--- config.mk ---
export PLATFORM = sky130hd
export DESIGN_NAME = irq_dest_resolver
export DESIGN_NICKNAME = d
export VERILOG_FILES = /design/src/rtl/irqd_pkg.sv /design/src/rtl/irqd_dest_match.sv /design/src/rtl/irqd_rr_pick.sv /design/src/rtl/irq_dest_resolver.sv
export SDC_FILE = /design/constraint.sdc
export NUM_CORES = 1
export LEC_CHECK = 0
export BUFFER_PORTS_ARGS = -buffer_cell sky130_fd_sc_hd__buf_2
export CAP_MARGIN = 15
export CORE_ASPECT_RATIO = 0.9
export CORE_MARGIN = 2
export CORE_UTILIZATION = 45
export CTS_CLUSTER_DIAMETER = 150
export DETAILED_ROUTE_END_ITERATION = 7
export PLACE_DENSITY = 0.82
export SYNTH_ARGS = -nofsm -noshare
export SYNTH_HDL_FRONTEND = slang
export SYNTH_HIERARCHICAL = 1
export SYNTH_SLANG_ARGS = --single-unit
export TNS_END_PERCENT = 10
--- constraint.sdc ---
create_clock -name clk -period 6.5 [get_ports clk]
set_input_delay 1.3 -clock clk [delete_from_list [all_inputs] [get_ports clk]]
set_output_delay 1.3 -clock clk [all_outputs]
set_load 0.05 [all_outputs]
--- src/rtl/irqd_pkg.sv ---
package irqd_pkg;

    localparam logic [2:0] DM_FIXED  = 3'b000;
    localparam logic [2:0] DM_LOWEST = 3'b001;

    typedef enum logic [1:0] {
        ST_IDLE = 2'd0,
        ST_EMIT = 2'd1,
        ST_DROP = 2'd2
    } rsv_state_e;

endpackage

--- src/rtl/irqd_dest_match.sv ---
module irqd_dest_match #(
    parameter int NCPU   = 8,
    parameter int DEST_W = 8
) (
    input  logic [DEST_W-1:0]      dest,
    input  logic                   logical,
    input  logic [NCPU-1:0]        present,
    input  logic [NCPU*DEST_W-1:0] phys_ids,
    input  logic [NCPU*DEST_W-1:0] log_ids,
    output logic [NCPU-1:0]        mask
);

    logic [NCPU-1:0] phys_hit;
    logic [NCPU-1:0] log_hit;
    logic [NCPU-1:0] phys_first;

    for (genvar i = 0; i < NCPU; i++) begin : g_cpu
        assign phys_hit[i] = present[i] && (phys_ids[i*DEST_W +: DEST_W] == dest);
        assign log_hit[i]  = present[i] && |(log_ids[i*DEST_W +: DEST_W] & dest);
    end

    // isolate the lowest-indexed physical match
    assign phys_first = phys_hit & (~phys_hit + NCPU'(1));

    always_comb begin
        if (logical) begin
            mask = log_hit;
        end else if (dest == {DEST_W{1'b1}}) begin
            mask = present;
        end else begin
            mask = phys_first;
        end
    end

endmodule

--- src/rtl/irqd_rr_pick.sv ---
module irqd_rr_pick #(
    parameter int NCPU  = 8,
    parameter int IDX_W = 3
) (
    input  logic [NCPU-1:0]  cand,
    input  logic [IDX_W-1:0] ptr,
    output logic [NCPU-1:0]  pick_oh,
    output logic [IDX_W-1:0] pick_idx
);

    logic [NCPU-1:0] at_or_above;
    logic [NCPU-1:0] upper;
    logic [NCPU-1:0] pool;

    for (genvar i = 0; i < NCPU; i++) begin : g_win
        assign at_or_above[i] = (IDX_W'(i) >= ptr);
    end

    assign upper   = cand & at_or_above;
    assign pool    = (|upper) ? upper : cand;
    assign pick_oh = pool & (~pool + NCPU'(1));

    always_comb begin
        pick_idx = '0;
        for (int i = NCPU - 1; i >= 0; i--) begin
            if (pool[i]) pick_idx = IDX_W'(i);
        end
    end

endmodule

--- src/rtl/irq_dest_resolver.sv ---
module irq_dest_resolver
    import irqd_pkg::*;
#(
    parameter int NCPU   = 8,
    parameter int DEST_W = 8,
    parameter int VEC_W  = 8,
    parameter int PIN_W  = 5,
    localparam int IDX_W = $clog2(NCPU)
) (
    input  logic                   clk,
    input  logic                   rst_n,
    input  logic                   req_valid,
    output logic                   req_ready,
    input  logic [PIN_W-1:0]       req_pin,
    input  logic [DEST_W-1:0]      req_dest,
    input  logic                   req_logical,
    input  logic [2:0]             req_dmode,
    input  logic [VEC_W-1:0]       req_vector,
    input  logic [NCPU-1:0]        cpu_present,
    input  logic [NCPU*DEST_W-1:0] cpu_phys_id,
    input  logic [NCPU*DEST_W-1:0] cpu_logical_id,
    output logic                   msg_valid,
    output logic [IDX_W-1:0]       msg_target,
    output logic [VEC_W-1:0]       msg_vector,
    output logic                   msg_last,
    output logic                   drop_valid,
    output logic                   drop_unsupported
);

    rsv_state_e      state_q, state_d;
    logic [NCPU-1:0] pend_q, pend_d;
    logic [VEC_W-1:0] vec_q, vec_d;
    logic            unsup_q, unsup_d;
    logic [IDX_W-1:0] rr_q, rr_d;

    logic [NCPU-1:0] sel_mask;
    logic [NCPU-1:0] pick_oh;
    logic [IDX_W-1:0] pick_idx;
    logic [NCPU-1:0] final_set;
    logic            take;
    logic            from_pin0;
    logic            mode_ok;
    logic [NCPU-1:0] pend_rest;
    logic [IDX_W-1:0] head_idx;

    irqd_dest_match #(.NCPU(NCPU), .DEST_W(DEST_W)) u_match (
        .dest     (req_dest),
        .logical  (req_logical),
        .present  (cpu_present),
        .phys_ids (cpu_phys_id),
        .log_ids  (cpu_logical_id),
        .mask     (sel_mask)
    );

    irqd_rr_pick #(.NCPU(NCPU), .IDX_W(IDX_W)) u_pick (
        .cand     (sel_mask),
        .ptr      (rr_q),
        .pick_oh  (pick_oh),
        .pick_idx (pick_idx)
    );

    assign take      = req_valid && (state_q == ST_IDLE);
    assign from_pin0 = (req_pin == '0);
    assign mode_ok   = (req_dmode == DM_FIXED) || (req_dmode == DM_LOWEST);

    always_comb begin
        if (from_pin0) begin
            final_set = (|sel_mask && cpu_present[0]) ? NCPU'(1) : '0;
        end else if (req_dmode == DM_LOWEST) begin
            final_set = pick_oh;
        end else begin
            final_set = sel_mask;
        end
    end

    assign pend_rest = pend_q & (pend_q - NCPU'(1));

    always_comb begin
        head_idx = '0;
        for (int i = NCPU - 1; i >= 0; i--) begin
            if (pend_q[i]) head_idx = IDX_W'(i);
        end
    end

    // next-state logic
    always_comb begin
        state_d = state_q;
        pend_d  = pend_q;
        vec_d   = vec_q;
        unsup_d = unsup_q;
        rr_d    = rr_q;
        unique case (state_q)
            ST_IDLE: begin
                if (take) begin
                    vec_d = req_vector;
                    if (final_set == '0) begin
                        state_d = ST_DROP;      // T_TO_DROP (empty)
                        unsup_d = 1'b0;
                    end else if (!mode_ok) begin
                        state_d = ST_DROP;      // T_TO_DROP (mode)
                        unsup_d = 1'b1;
                    end else begin
                        state_d = ST_EMIT;      // T_TO_EMIT
                        pend_d  = final_set;
                        unsup_d = 1'b0;
                        if (req_dmode == DM_LOWEST && !from_pin0) begin
                            rr_d = (pick_idx == IDX_W'(NCPU - 1)) ? '0 : pick_idx + IDX_W'(1);
                        end
                    end
                end
            end
            ST_EMIT: begin
                pend_d = pend_rest;
                if (pend_rest == '0) state_d = ST_IDLE;   // T_EMIT_DONE
            end
            ST_DROP: begin
                state_d = ST_IDLE;                         // T_DROP_DONE
            end
            default: state_d = ST_IDLE;
        endcase
    end

    // state register
    always_ff @(posedge clk) begin
        if (!rst_n) begin
            state_q <= ST_IDLE;
            pend_q  <= '0;
            vec_q   <= '0;
            unsup_q <= 1'b0;
            rr_q    <= '0;
        end else begin
            state_q <= state_d;
            pend_q  <= pend_d;
            vec_q   <= vec_d;
            unsup_q <= unsup_d;
            rr_q    <= rr_d;
        end
    end

    // outputs
    always_comb begin
        req_ready        = (state_q == ST_IDLE);
        msg_valid        = (state_q == ST_EMIT);
        msg_target       = head_idx;
        msg_vector       = vec_q;
        msg_last         = (state_q == ST_EMIT) && (pend_rest == '0);
        drop_valid       = (state_q == ST_DROP);
        drop_unsupported = (state_q == ST_DROP) && unsup_q;
    end

    // physical non-broadcast selection never holds more than one processor
    a_r3_phys_single: assert property (@(posedge clk) disable iff (!rst_n)
        (!req_logical && req_dest != {DEST_W{1'b1}}) |-> $onehot0(sel_mask));

    // the round-robin choice is one processor taken from the candidates
    a_r7_pick_member: assert property (@(posedge clk) disable iff (!rst_n)
        (|sel_mask) |-> ($onehot(pick_oh) && |(pick_oh & sel_mask)));

    // messages and drops never coincide
    a_r6_no_overlap: assert property (@(posedge clk) disable iff (!rst_n)
        !(msg_valid && drop_valid));

    // a non-final message is followed by another with a higher index
    a_r6_ascending: assert property (@(posedge clk) disable iff (!rst_n)
        (msg_valid && !msg_last) |=> (msg_valid && msg_target > $past(msg_target)));

    // vector held across one request's messages
    a_r6_vec_hold: assert property (@(posedge clk) disable iff (!rst_n)
        (msg_valid && !msg_last) |=> (msg_vector == $past(msg_vector)));

    // acceptance makes the block busy
    a_r10_busy: assert property (@(posedge clk) disable iff (!rst_n)
        (req_valid && req_ready) |=> !req_ready);

    // after the final message or drop the block is ready again
    a_r10_return: assert property (@(posedge clk) disable iff (!rst_n)
        ((msg_valid && msg_last) || drop_valid) |=> req_ready);

endmodule

==> impl_metrics.csv <==
group,metric,value,unit
die,die_y,83.2,µm
detailed_routing,wl_per_cell,17.0,µm
setup_path,worstPathMaxFanout,17,
grt,grt_max_degree,19,
sta,layout_setup_ws,0.676,ns
setup_path,critPathMaxStageDelay,0.63,ns
cts,path_clk_slew,0.08,ns
cts,worstSkewPairLatency,0.26,ns
setup_path,rr_endpoint,"pend_q[3]$_SDFFE_PN0P_",
cts,cts-root-buf,"clkbuf_8",
cts,clockBufferDepth,2,
synth,synthCells,416,
detailed_routing,vias,3979,
flow_run,cap_viol_max_count,0,
sta,setup_viol,0,
sta,tightest_slew,0.771,ns
die,start_util,47.1,%
grt,grt_usage,28.2,%
setup_path,r2r_slack,2.86,ns
final_layout,syn_to_final_growth,27.7,%
final_layout,n_antenna_cell,0,
setup_path,r2r_start,"rr_q[0]$_SDFFE_PN0P_",
pwr,p_clk_share,20.2,%
sta,hold_violations,0,
grt,grt_pass1_wl,18100,µm
cts,ctsHoldBuffers,0,
die,boundaryPins,180,
final_layout,n_fill_cell,599,
synth,syn_area,0.00314,mm²
pwr,irDropWorstVdd,90.7,µV
setup_path,crit_start,"req_dest[5]",
place,dp.final_hpwl,8940,µm
detailed_routing,drt_wl_total,11300,µm
synth,ys.warnings.count,6,
synth,synth_edf_count,0,
final_layout,post-route-util,60.1,%
detailed_routing,vias_per_cell,6.01,
die,coreArea,0.00666,mm²
final_layout,multi_input_area,0.00244,mm²
pwr,total_power,0.000486,W
cts,cts_resized,0,
synth,ys_seq_area_share,14.0,%
setup_path,cp.required,6.66,ns
place,dpl_worst_slack,0.383,ns
final_layout,drive_gt1_share,36.5,%
pwr,p_leak,1.82,nW
setup_path,critical_path.endpoint,"pend_q[3]$_SDFFE_PN0P_",
sta,fin_skew,0.00314,ns
pwr,switchingPower,0.000191,W
sta,final.setup.tns,0,ns
synth,avgSynthCellArea,7.54,µm²
detailed_routing,dr.pass1.iters,6,
setup_path,worstPathCellList,"buf_2 -> xor2_1 -> nor4_1 -> a31oi_1 -> nand2_1 -> o31ai_1 -> buf_2 -> nor2b_1 -> a211oi_2 -> nor3_1 -> and2_4 -> o22a_1 -> nor2_1 -> nor4_1 -> nand3_4 -> a211oi_2 -> nor3_2 -> a2111oi_2",
synth,synth_nets,582,
setup_path,cp-start-kind,"primary input",
sta,period_minus_slack,5.82,ns
final_layout,seq_area,440,µm²
sta,finalMaxSlewViolations,0,
place,io_buffers,179,
pwr,pwr-share-comb,49.6,%
pwr,p_per_area,121,mW/mm²
grt,grt_antenna_before_repair,0,
cts,cts_tree,"yes",
run_status,status,"finished clean",
setup_path,arrival,5.98,ns
synth,synth_seq_cells,22,
synth,synth_cell_types,72,
synth,synthArstFlopShare,0,%
grt,grt_pass1_vias,3843,
sta,fin_crit_sh,89.6,%
pwr,p_seq_share,30.2,%
detailed_routing,drc_errors,0,
final_layout,fin_nets,739,
die,rows,28,
pwr,p_sw_share,39.4,%
setup_path,critPathKind,"primary input to flop",
setup_path,slowest_stage,"nor4_1",
grt,grt_overflow_total,0,
detailed_routing,drt_iter0_drc,334,
cts,postCtsSetupBuffers,0,
place,place.gp.congestion,0.957,
worst_hold_path,hold_path.class,"flop to flop",
cts,cts_inserted_buffers,3,
cts,htreeDepth,1,
die,die_area,0.00765,mm²
sta,max-slew-margin-rel,48.5,%
sta,rsz0062_at_grt,"no",
sta,max_freq,172,MHz
cts,clock-sinks,22,
detailed_routing,antenna_left,0,
synth,ys.flop_type,"dfxtp_1",
setup_path,endpoint_kind,"flop",
pwr,internal_power,0.000294,W
die,floorplan.die.width,92.0,µm
setup_path,reg2regPathDepth,11,
power groups by stage:
| stage | Combinational (W) | Clock, W | Sequential, W |
|---|---|---|---|
| 3_5_place_dp | 0.000235 | 0 | 0.000150 |
| 2_1_floorplan | 0.000146 | 0 | 0.000158 |
| 6_report | 0.000241 | 0.0000981 | 0.000147 |
| 4_1_cts | 0.000237 | 0.0000989 | 0.000147 |
| 5_1_grt | 0.000260 | 0.000104 | 0.000148 |
| 3_3_place_gp | 0.000231 | 0 | 0.000149 |
critical path, delay by kind of cell:
kind            cells  cell delay [ns]
simple gates        9             2.43
buf+inv             2             0.57
xor+xnor            1             0.13
compound gates      6             1.56
cell type report:
| type | count | share of cell area [%] |
|---|---|---|
| Multi-Input combinational cell | 355 | 61.1 |
| Timing Repair Buffer | 182 | 22.9 |
| Sequential cell | 22 | 11.0 |
| Tap cell | 90 | 2.81 |
| Clock buffer | 4 | 1.38 |
| Inverter | 9 | 0.844 |
kinds of logic after synthesis:
logic type	share of synthesized area, %
and+or+nand+nor	28.7
adders and majority gates	1.12
DFF	14.0
AOI/OAI and AO/OA	27.5
buffers and inverters	7.98
xor gates and xnor gates	17.9
muxes	2.75
worst min path at each step:
stage | from | end | slack, ns | cells after the start
after floorplan | unsup_q$_SDFFE_PN0P_ | unsup_q$_SDFFE_PN0P_ | 0.43 | 2
after global placement | msg_vector[0]$_SDFFE_PN0P_ | msg_vector[0]$_SDFFE_PN0P_ | 0.44 | 2
after detailed placement | unsup_q$_SDFFE_PN0P_ | unsup_q$_SDFFE_PN0P_ | 0.44 | 2
after CTS | msg_vector[3]$_SDFFE_PN0P_ | msg_vector[3]$_SDFFE_PN0P_ | 0.46 | 2
after global routing | msg_vector[3]$_SDFFE_PN0P_ | msg_vector[3]$_SDFFE_PN0P_ | 0.49 | 2
final | msg_vector[3]$_SDFFE_PN0P_ | msg_vector[3]$_SDFFE_PN0P_ | 0.46 | 2
sequential cells by signal, summed over array words and instances, names as in the netlist:
register    count
msg_vector      8
pend_q          8
rr_q            3
state_q         2
unsup_q         1
stage by stage:
step / hold slack [ns] / area, µm² / std cells
6_report: 0.459 / 4000 / 662
5_1_grt: 0.486 / 4000 / 662
4_1_cts: 0.458 / 4000 / 661
2_1_floorplan: 0.427 / 3140 / 416
3_3_place_gp: 0.439 / 3940 / 657
3_5_place_dp: 0.444 / 3940 / 657
metal layers:
layer	track usage (%)	share of wire, %	up-vias
met4	6.92	1.7	0
met1	36.9	41	1848
li1	-	-	1882
met3	3.81	6.9	26
met2	48.9	50	223
met5	0	0	-
cells in the mapped netlist (3+ instances only):
cell type	n	share of area, %
xor2_1	53	15
nand2_1	44	5.3
a21oi_1	27	4.3
nor2_1	24	2.9
nand4_1	23	4.6
dfxtp_1	22	14
o21ai_0	14	2.2
nand3_1	13	2.1
nor3_1	12	1.9
nor4_1	12	2.4
xnor2_1	11	3.1
buf_6	9	3.2
a221oi_1	8	2.2
a222oi_1	8	2.6
a22o_1	8	2.2
inv_1	8	0.96
buf_2	7	1.1
buf_4	7	1.7
clkbuf_1	6	0.72
a21boi_0	5	1.2
a31oi_1	5	1.0
mux2_2	5	1.8
nor2b_1	5	1.0
nand2b_1	4	0.80
nand4b_1	4	1.1
o211ai_1	4	0.96
o31ai_1	4	0.96
and2_1	3	0.60
mux2i_1	3	0.96
o21a_1	3	0.72
o221ai_1	3	0.84
o41ai_1	3	0.84
cells in the final DEF, fill, tap and decap left out, types with 4 or more instances in the layout:
| cell | instances |
|---|---|
| buf_2 | 180 |
| xor2_1 | 53 |
| nand2_1 | 44 |
| a21oi_1 | 27 |
| nor2_1 | 24 |
| nand4_1 | 23 |
| dfxtp_1 | 22 |
| o21ai_0 | 14 |
| nand3_1 | 13 |
| nor3_1 | 12 |
| nor4_1 | 12 |
| xnor2_1 | 11 |
| inv_1 | 8 |
| a222oi_1 | 8 |
| a22o_1 | 8 |
| a221oi_1 | 8 |
| a21boi_0 | 5 |
| nor2b_1 | 5 |
| mux2_2 | 5 |
| a31oi_1 | 5 |
| o31ai_1 | 4 |
| nand4b_1 | 4 |
| o211ai_1 | 4 |
| clkbuf_8 | 4 |
| nand2b_1 | 4 |
(Power assumes the default switching activity.)
